## config.mk

```make
export PLATFORM = sky130hd
export DESIGN_NAME = prot_cfg_bank
export DESIGN_NICKNAME = d
export VERILOG_FILES = /design/src/rtl/prot_cfg_pkg.sv /design/src/rtl/prot_reg_decode.sv /design/src/rtl/prot_region_slot.sv /design/src/rtl/prot_cfg_bank.sv
export SDC_FILE = /design/constraint.sdc
export NUM_CORES = 1
export LEC_CHECK = 0
export CELL_PAD_IN_SITES_DETAIL_PLACEMENT = 0
export CELL_PAD_IN_SITES_GLOBAL_PLACEMENT = 2
export CORE_MARGIN = 3
export CORE_UTILIZATION = 25
export CTS_BUF_LIST = sky130_fd_sc_hd__clkbuf_8
export CTS_CLUSTER_DIAMETER = 50
export DETAILED_ROUTE_END_ITERATION = 10
export PLACE_DENSITY_LB_ADDON = 0.1
export SYNTH_ARGS = -nofsm -noshare
export SYNTH_HDL_FRONTEND = slang
export SYNTH_SLANG_ARGS = --single-unit
```

## constraint.sdc

```tcl
create_clock -name clk -period 2.97 [get_ports clk]
set_input_delay 0.594 -clock clk [delete_from_list [all_inputs] [get_ports clk]]
set_output_delay 0.594 -clock clk [all_outputs]
set_load 0.02 [all_outputs]
```

## src/rtl/prot_cfg_pkg.sv

```systemverilog
package prot_cfg_pkg;

  typedef enum logic [2:0] {
    K_TYPE, K_CTRL, K_SEL, K_BASE, K_ATTR, K_NONE
  } reg_kind_e;

  typedef struct packed {
    logic       xn;
    logic [2:0] perm;
    logic [2:0] tex;
    logic       shr;
    logic       cch;
    logic       bfr;
    logic [7:0] srd;
    logic [4:0] size;
    logic       en;
  } rgn_attr_t;

  // Word index to register kind; pairs at 3/4, 5/6, 7/8, 9/10.
  function automatic reg_kind_e word_kind(input int unsigned idx);
    if (idx == 0) return K_TYPE;
    if (idx == 1) return K_CTRL;
    if (idx == 2) return K_SEL;
    if (idx >= 3 && idx <= 10) return (idx[0]) ? K_BASE : K_ATTR;
    return K_NONE;
  endfunction

  function automatic rgn_attr_t attr_unpack(input logic [31:0] w);
    rgn_attr_t a;
    a.xn   = w[28];
    a.perm = w[26:24];
    a.tex  = w[21:19];
    a.shr  = w[18];
    a.cch  = w[17];
    a.bfr  = w[16];
    a.srd  = w[15:8];
    a.size = w[5:1];
    a.en   = w[0];
    return a;
  endfunction

  function automatic logic [31:0] attr_pack(input rgn_attr_t a);
    return {3'b0, a.xn, 1'b0, a.perm, 2'b0, a.tex, a.shr, a.cch, a.bfr,
            a.srd, 2'b0, a.size, a.en};
  endfunction

  function automatic logic [31:0] type_word(input int unsigned n);
    logic [7:0] cnt;
    cnt = n[7:0];
    return {16'b0, cnt, 8'b0};
  endfunction

endpackage

```

## src/rtl/prot_reg_decode.sv

```systemverilog
module prot_reg_decode
  import prot_cfg_pkg::*;
#(
  parameter int ADDR_W = 6
) (
  input  logic [ADDR_W-1:0] addr,
  input  logic              we,
  output reg_kind_e         kind,
  output logic              wr_ctrl,
  output logic              wr_sel,
  output logic              wr_base,
  output logic              wr_attr
);
  localparam int WORD_W = ADDR_W - 2;

  logic [WORD_W-1:0] widx;
  assign widx = addr[ADDR_W-1:2];

  always_comb begin
    kind    = word_kind(32'(widx));
    wr_ctrl = we && (kind == K_CTRL);
    wr_sel  = we && (kind == K_SEL);
    wr_base = we && (kind == K_BASE);
    wr_attr = we && (kind == K_ATTR);
  end
endmodule

```

## src/rtl/prot_region_slot.sv

```systemverilog
module prot_region_slot
  import prot_cfg_pkg::*;
(
  input  logic        clk,
  input  logic        rst_n,
  input  logic        base_we,
  input  logic        attr_we,
  input  logic [31:0] wdata,
  output logic [26:0] base_q,
  output rgn_attr_t   attr_q
);
  always_ff @(posedge clk or negedge rst_n) begin
    if (!rst_n) begin
      base_q <= '0;
      attr_q <= '0;
    end else begin
      if (base_we) base_q <= wdata[31:5];
      if (attr_we) attr_q <= attr_unpack(wdata);
    end
  end
endmodule

```

## src/rtl/prot_cfg_bank.sv

```systemverilog
module prot_cfg_bank
  import prot_cfg_pkg::*;
#(
  parameter int NUM_REGIONS = 16,
  parameter int ADDR_W      = 6
) (
  input  logic                             clk,
  input  logic                             rst_n,
  input  logic [ADDR_W-1:0]                cfg_addr,
  input  logic                             cfg_we,
  input  logic [31:0]                      cfg_wdata,
  output logic [31:0]                      cfg_rdata,
  output logic                             glob_en,
  output logic                             handler_chk_en,
  output logic                             priv_bg_en,
  output logic [NUM_REGIONS-1:0][26:0]     rgn_base,
  output logic [NUM_REGIONS-1:0]           rgn_xn,
  output logic [NUM_REGIONS-1:0][2:0]      rgn_perm,
  output logic [NUM_REGIONS-1:0][2:0]      rgn_tex,
  output logic [NUM_REGIONS-1:0]           rgn_shr,
  output logic [NUM_REGIONS-1:0]           rgn_cch,
  output logic [NUM_REGIONS-1:0]           rgn_bfr,
  output logic [NUM_REGIONS-1:0][7:0]      rgn_srd,
  output logic [NUM_REGIONS-1:0][4:0]      rgn_size,
  output logic [NUM_REGIONS-1:0]           rgn_en
);
  localparam int SEL_W = 8;
  localparam int IDX_W = (NUM_REGIONS > 1) ? $clog2(NUM_REGIONS) : 1;

  reg_kind_e  kind;
  logic       wr_ctrl, wr_sel, wr_base, wr_attr;
  logic [2:0] ctrl_q;
  logic [SEL_W-1:0] sel_q;

  // Named internal events
  logic             sel_wr_ok;     // direct selector write accepted
  logic             sel_redirect;  // base write carrying its own region number
  logic             redirect_ok;   // ... with a number in range
  logic             base_commit;   // a base value is stored this edge
  logic             attr_commit;   // an attribute value is stored this edge
  logic [SEL_W-1:0] tgt;           // region receiving this edge's write
  logic [IDX_W-1:0] sel_idx;

  logic [26:0] base_arr [NUM_REGIONS];
  rgn_attr_t   attr_arr [NUM_REGIONS];

  prot_reg_decode #(.ADDR_W(ADDR_W)) u_dec (
    .addr    (cfg_addr),
    .we      (cfg_we),
    .kind    (kind),
    .wr_ctrl (wr_ctrl),
    .wr_sel  (wr_sel),
    .wr_base (wr_base),
    .wr_attr (wr_attr)
  );

  assign sel_wr_ok    = wr_sel && (32'(cfg_wdata[SEL_W-1:0]) < NUM_REGIONS);
  assign sel_redirect = wr_base && cfg_wdata[4];
  assign redirect_ok  = sel_redirect && (32'(cfg_wdata[3:0]) < NUM_REGIONS);
  assign base_commit  = wr_base && (!sel_redirect || redirect_ok);
  assign attr_commit  = wr_attr;
  assign tgt          = redirect_ok ? {4'b0, cfg_wdata[3:0]} : sel_q;
  assign sel_idx      = sel_q[IDX_W-1:0];

  always_ff @(posedge clk or negedge rst_n) begin
    if (!rst_n) begin
      ctrl_q <= '0;
      sel_q  <= '0;
    end else begin
      if (wr_ctrl) ctrl_q <= cfg_wdata[2:0];
      if (sel_wr_ok)        sel_q <= cfg_wdata[SEL_W-1:0];
      else if (redirect_ok) sel_q <= {4'b0, cfg_wdata[3:0]};
    end
  end

  assign glob_en        = ctrl_q[0];
  assign handler_chk_en = ctrl_q[1];
  assign priv_bg_en     = ctrl_q[2];

  for (genvar i = 0; i < NUM_REGIONS; i++) begin : g_rgn
    prot_region_slot u_slot (
      .clk     (clk),
      .rst_n   (rst_n),
      .base_we (base_commit && (tgt == SEL_W'(i))),
      .attr_we (attr_commit && (tgt == SEL_W'(i))),
      .wdata   (cfg_wdata),
      .base_q  (base_arr[i]),
      .attr_q  (attr_arr[i])
    );
    assign rgn_base[i] = base_arr[i];
    assign rgn_xn[i]   = attr_arr[i].xn;
    assign rgn_perm[i] = attr_arr[i].perm;
    assign rgn_tex[i]  = attr_arr[i].tex;
    assign rgn_shr[i]  = attr_arr[i].shr;
    assign rgn_cch[i]  = attr_arr[i].cch;
    assign rgn_bfr[i]  = attr_arr[i].bfr;
    assign rgn_srd[i]  = attr_arr[i].srd;
    assign rgn_size[i] = attr_arr[i].size;
    assign rgn_en[i]   = attr_arr[i].en;
  end

  always_comb begin
    unique case (kind)
      K_TYPE:  cfg_rdata = type_word(NUM_REGIONS);
      K_CTRL:  cfg_rdata = {29'b0, ctrl_q};
      K_SEL:   cfg_rdata = {24'b0, sel_q};
      K_BASE:  cfg_rdata = {base_arr[sel_idx], 1'b0, sel_q[3:0]};
      K_ATTR:  cfg_rdata = attr_pack(attr_arr[sel_idx]);
      default: cfg_rdata = '0;
    endcase
  end
endmodule

```

After elaboration in Yosys (flattened, before gate mapping)
Index checks and enable logic that the tools add are counted.
{"block": "word_totals", "register_bits": 827, "latch_bits": 0, "ramBits": 0, "mem_bits_ro": 0, "input_bits": 41, "output_inout_bits": 851, "wordCells": 258, "memories": 0}
{"block": "op_classes", "add_sub_neg": 0, "n_mul": 0, "n_div": 0, "order_cmp": 4, "eq_ne": 21, "n_shift": 0, "mux": 28, "n_bitwise": 1, "reduce_logical": 42}
{"operator": "32-bit one-hot mux with 5 select lines", "count": 1}
{"operator": "27-bit binary-select mux with 4-bit select", "count": 1}
{"operator": "24-bit binary-select mux with 4-bit select", "count": 1}
{"operator": "8-bit by 4-bit == test with 1-bit output (second input constant)", "count": 8}
{"operator": "27-bit 2-to-1 mux", "count": 2}
{"operator": "24-bit 2-to-1 mux", "count": 2}
{"operator": "1-bit logical AND", "count": 39}
{"operator": "8-bit by 3-bit == test with 1-bit output (second input constant)", "count": 4}
{"operator": "3-bit 2-to-1 mux", "count": 9}
{"operator": "8-bit by 2-bit == test with 1-bit output (second input constant)", "count": 2}
{"operator": "8-bit 2-to-1 mux", "count": 2}
{"operator": "1-bit 2-to-1 mux", "count": 10}
{"operator": "8-bit by 1-bit == test with 1-bit output (second input constant)", "count": 1}
{"operator": "8-bit zero test", "count": 1}
{"operator": "8-bit by 5-bit less-than comparator with 1-bit output (second input constant)", "count": 1}
{"operator": "3-bit by 2-bit == test with 1-bit output (second input constant)", "count": 2}
{"operator": "5-bit >= comparator (second input constant)", "count": 1}
{"operator": "4-bit NOT with 5-bit output", "count": 1}
{"operator": "4-bit by 1-bit == test with 1-bit output (second input constant)", "count": 1}
{"operator": "4-bit by 2-bit == test with 1-bit output (second input constant)", "count": 1}
{"operator": "4-bit by 2-bit >= comparator with 1-bit output (second input constant)", "count": 1}
{"operator": "4-bit <= comparator (second input constant)", "count": 1}
{"operator": "4-bit zero test", "count": 1}
{"operator": "3-bit by 1-bit == test with 1-bit output (second input constant)", "count": 1}
{"operator": "other kinds (2)", "count": 2}

Logic depth before layout (Yosys ltp)
{"block": "logic_depth", "word_depth": 18, "ltp_mapped": 8, "mapped_depth_nobuf": 5}

Hierarchy
A second synthesis with hierarchy kept.
{"block": "hier_totals", "cells_unflattened": 2271, "area_unflattened_um2": 40845.4}
{"module": "prot_region_slot", "n_inst": 16, "cells_each": 108, "area_per_inst_um2": 2085.8, "seq_area_each_um2": 1276.2}
{"module": "prot_cfg_bank", "n_inst": 1, "cells_each": 525, "area_per_inst_um2": 7352.1, "seq_area_each_um2": 275.3}
{"module": "prot_reg_decode", "n_inst": 1, "cells_each": 18, "area_per_inst_um2": 121.4, "seq_area_each_um2": 0.0}

Worst setup path before layout
Ideal clock, no wire load.
{"block": "synth_timing", "path_kind": "reg-to-output", "start": "reg sel_q[0]", "end": "out cfg_rdata[4]", "arrival_time_ns": 2.411, "required_ns": 2.376, "path_slack_ns": -0.035, "path_stages_with_launch": 8, "path_cell_list": "dfrtp_1 -> buf_2 -> buf_1 -> buf_2 -> mux4_2 -> mux2i_1 -> a2bb2oi_1 -> o21ai_0"}
{"block": "synth_between", "elab_chain_cells": 5}
{"element": "start: declaration", "line_no": "prot_cfg_bank.sv:33", "text": "logic [SEL_W-1:0] sel_q;"}
{"element": "start signal: assignment", "line_no": "prot_cfg_bank.sv:71", "text": "if (sel_wr_ok) sel_q <= cfg_wdata[SEL_W-1:0];"}
{"element": "start signal: assignment", "line_no": "prot_cfg_bank.sv:72", "text": "else if (redirect_ok) sel_q <= {4'b0, cfg_wdata[3:0]};"}
{"element": "4-bit NOT with 5-bit output (not written as such)", "line_no": "prot_cfg_bank.sv:108", "text": "K_ATTR: cfg_rdata = attr_pack(attr_arr[sel_idx]);"}
{"element": "24-bit binary-select mux with 4-bit select", "line_no": "prot_cfg_bank.sv:108"}
{"element": "24-bit 2-to-1 mux (not written as such) (2 in series)", "line_no": "prot_cfg_bank.sv:108"}
{"element": "32-bit one-hot mux with 5 select lines", "line_no": "prot_cfg_bank.sv:103", "text": "unique case (kind)"}
{"element": "end: declaration", "line_no": "prot_cfg_bank.sv:12", "text": "output logic [31:0] cfg_rdata,"}
Every way passes these cells. The select of a mux whose other input is x is not followed.

Worst setup path after layout
{"block": "layout_timing", "start": "reg sel_q[0]", "end": "out cfg_rdata[20]"}
{"block": "layout_between", "elab_chain_cells": 5, "word_cells_on_any_way": 8}
{"element": "4-bit NOT with 5-bit output (not written as such) *", "line_no": "prot_cfg_bank.sv:107, prot_cfg_bank.sv:108"}
{"element": "24-bit binary-select mux with 4-bit select / 27-bit binary-select mux with 4-bit select (equally long branches)", "line_no": "prot_cfg_bank.sv:108, prot_cfg_bank.sv:107"}
{"element": "24-bit 2-to-1 mux (not written as such) / 27-bit 2-to-1 mux (equally long branches) (2 in series)", "line_no": "prot_cfg_bank.sv:108, prot_cfg_bank.sv:107"}
{"element": "32-bit one-hot mux with 5 select lines *", "line_no": "prot_cfg_bank.sv:103"}
Mark *: on every way between the ends. The rest lies on a longest branch, timed or not. The select of a mux whose other input is x is not followed.

==> run summary <==
At the end of routability-driven placement, the weighted congestion stood at 0.827. The final worst-path setup slack came out at -0.755 ns. The count of warnings emitted by yosys came out at 0. The worst hold path belongs to the class in2async. Buffers placed on the I/O ports in this run total 889. The placed wire-length estimate came out at 139000 um. In the final design database the tool counted 3656 nets. The fraction of power spent switching nets is 0.385.

The count of routing violations after the opening detailed-route iteration is 1384. The via count of the first global-routing pass came out at 30600. Counting flops and latches in the post-synthesis netlist gives 827. The top cell types in the final layout, fill and taps aside, are clkdlybuf4s50_1 (853), dfrtp_1 (823), mux2_2 (785). The share of the synthesized netlist area taken by xor and xnor gates is 0.000232. The proportion of power drawn by the clock network is 0.211. The max-slew violation count is 0.

The first global-routing pass estimated 261000 um of wire. The fraction of final layout cells sized beyond drive strength 1 came out at 0.486. The number of unique standard cell types used by synthesis came out at 50. The initial antenna violation count came to 4. The share of synthesized cell area in and, or, nand and nor gates is 0.0173. Entering global routing, the biggest net connects 89 pins. Setup repair after global routing could not meet its margin everywhere. Leaving out fill and tap cells, the most frequent cell in the layout is clkdlybuf4s50_1. The portion of total power attributed to sequential cells is 0.319. The worst setup path is launched from a flop.

The via count normalized by instance count is 4.83. The maximum resistive drop on vdd came out at 0.000395 V. The dominant combinational cell family by area after synthesis is multiplexers. The count of mapped cells out of synthesis is 2356.

The later pin in the worst-skew pair is clocked with a latency of 0.87 ns. The clock-pin slew reported for the worst setup and hold paths after clock tree synthesis came out at 0.06 ns. Relative to the synthesized area, the layout overhead comes to 51.9%. The flow ran to the end, but the final reports show violations.

The share of total power dissipated in combinational logic is 0.470. Of all flip-flops after synthesis, the portion carrying an async set or reset was 1.00. The final worst-path cycle share came out at 1.25. The share of the synthesized area in compound gates (AO/OA/AOI/OAI) came out at 0.0152. The clock period minus worst slack is 3.72 ns. The clock tree root driver cell is clkbuf_8. In this run the count of I/O pins placed on the die edge is 892. The routed wire length is 190000 um.

The static power due to leakage is 25.1 nW. The final reports fail on setup timing. The count of nets left with antenna violations once routing finished came out at 0. The number of fillers in the final layout is 14300.

The worst setup path is captured at an output port. The worst-margin pin slew is 0.997 ns. The data arrival time of the critical path is 3.13 ns. The dominant register cell in the synthesized netlist is dfrtp_1. For this run the aggregate overflow at the end of global routing stands at 0. For this configuration, the core starts out at a cell density of 0.252. The sequential-to-total area share from yosys stat is 0.548. The net count after synthesis is 2397.

The worst hold margin is 0.240 ns. The height of the chip is 395 um. The TritonCTS clock tree is done. The required time reported for the critical path endpoint came out at 2.38 ns.

Max-cap violations in this run came to 0. The die outline width is 395 um. The worst slew slack as a fraction of its limit is 0.335.

The die footprint came out at 156000 um2. Power spread over the standard cell area amounts to 1010 nW/um2. The core region is 150000 um2.

The internal power contribution came out at 35.7 mW. Measured against the total synthesized area, the mux share comes to 0.393. The number of sinks on the clock net is 827. The vias after detailed routing is 27800. The net load switching power came out at 22.3 mW. The worst-case clock skew came out at 0.0480 ns. The average wire length per cell after detail routing came out at 33.0 um. The classification of the worst setup path is reg2out. The number of placement rows came out at 142. The first TritonRoute pass finished after 5 iterations. The post-route DRC violation count is 0.

The number of flops mapped to enable cells by yosys came out at 0. The maximum fanout encountered on the critical timing path came out at 8. The hold violation count in the final report came to 0. The maximum root-to-sink buffer count came out at 3. Summed over all failing endpoints, the final setup total negative slack is -20.91 ns.

The count of final setup violators is 32. The fmax came out at 268 MHz. The number of CTS-inserted buffers is 165. The cell area after synthesis came out at 37800 um2. The number of H-tree levels came out at 4. The global routing usage summed across all routing layers is 0.239. A synthesized cell averages 16.0 um2. Of the total synthesized cell area, the portion taken by full adders, half adders and majority gates is 0.
## cells in the mapped netlist (3+ instances only)
library cell,number,area share
dfrtp_1,827,0.55
mux2_2,785,0.23
mux4_2,208,0.12
clkbuf_1,91,0.0090
mux2i_1,88,0.023
buf_2,62,0.0082
buf_1,47,0.0047
mux2_1,40,0.012
nand2_1,26,0.0026
o221ai_1,22,0.0051
nor2_1,17,0.0017
o22a_1,17,0.0039
buf_4,14,0.0028
nand3_1,13,0.0017
and2_1,10,0.0017
nor2_2,9,0.0015
a22oi_1,8,0.0016
nor2b_1,8,0.0013
buf_6,6,0.0018
nand2b_1,4,0.00066
nor3b_1,4,0.00079
o211ai_1,4,0.00079
o21ai_0,4,0.00053
a32oi_1,3,0.00070
nand3_2,3,0.00079
or4_1,3,0.00060
## per-stage QoR
stage | utilization | instances | power, mW | area [um2] | setup slack [ns]
after CTS | 0.380 | 5731 | 58.5 | 57000 | -1.00
after detailed placement | 0.348 | 5395 | 44.5 | 52200 | -0.697
after global placement | 0.348 | 5395 | 44.3 | 52200 | -0.727
after global routing | 0.383 | 5755 | 60.6 | 57400 | -0.904
final | 0.383 | 5758 | 58.0 | 57400 | -0.755
after floorplan | - | 2356 | 29.2 | 37800 | 0.0628
## cell families after synthesis
kind of cell	count (synthesis)
AO/OA/AOI/OAI	71
multiplexers	1121
AND/OR/NAND/NOR	114
buffers and inverters	222
XOR/XNOR	1
flip-flops	827
## state kept, by name, summed over array words and instances (netlist names)
register,cells
ctrl_q,3
g_rgn.u_slot.attr_q,384
g_rgn.u_slot.base_q,432
sel_q,8
## per-layer routing
layer | track usage | wire [um]
met1 | 0.293 | 77600
met2 | 0.403 | 92900
met3 | 0.0697 | 12800
met4 | 0.0788 | 6480
met5 | 0 | 0
## power by group through the flow
stage	registers [mW]	logic, mW	clock network [mW]
floorplan	21.7	7.47	0
global placement	18.6	25.7	0
detailed placement	18.7	25.8	0
CTS	18.5	27.4	12.6
global route	19.0	28.5	13.2
finish	18.5	27.3	12.2
## final timing paths
check / start / endpoint / slack (ns) / cells after the start
worst max-delay path: sel_q[0] / cfg_rdata[20] / -0.75 / 10
worst min-delay path: rst_n / g_rgn[0].u_slot.attr_q[2] / 0.24 / 2
worst max register to register: sel_q[0] / g_rgn[10].u_slot.base_q[10] / 0.23 / 12
worst min register to register: g_rgn[13].u_slot.attr_q[13] / g_rgn[13].u_slot.attr_q[13] / 0.52 / 1
max in group asynchronous: rst_n / g_rgn[3].u_slot.base_q[23] / 1.50 / 4
min in group clk: cfg_wdata[8] / g_rgn[5].u_slot.attr_q[6] / 0.52 / 2
## worst max-delay path, stage by stage (launching register included)
cell      delay [ns]
dfrtp_4         0.50
buf_12          0.15
buf_16          0.15
buf_12          0.14
buf_4           0.13
mux4_2          0.43
mux2i_1         0.17
buf_4           0.17
o22a_1          0.15
o221ai_2        0.11
buf_2           0.18
## cell type report
| class | instances | area (um2) | share of cell area |
|---|---|---|---|
| timing repair buffer | 1312 | 13900 | 0.241 |
| multi-input combinational | 1307 | 16900 | 0.294 |
| clock inverter | 92 | 731 | 0.0127 |
| sequential | 827 | 20700 | 0.361 |
| clock buffer | 195 | 2680 | 0.0467 |
| tap | 2016 | 2520 | 0.0439 |
| inverter | 2 | 7.51 | 0.000131 |
| antenna | 7 | 17.5 | 0.000305 |
## what timing repair did
item / CTS / global route
endpoints found under the hold margin: 23 / 0
cloned: 5 / 4
setup buffers: 48 / 22
setup endpoints to repair: 32 / 40
hold buffers: 1 / 0
gates resized for setup: 301 / 65
pin swaps: 29 / 30
(Power assumes the default switching activity.)
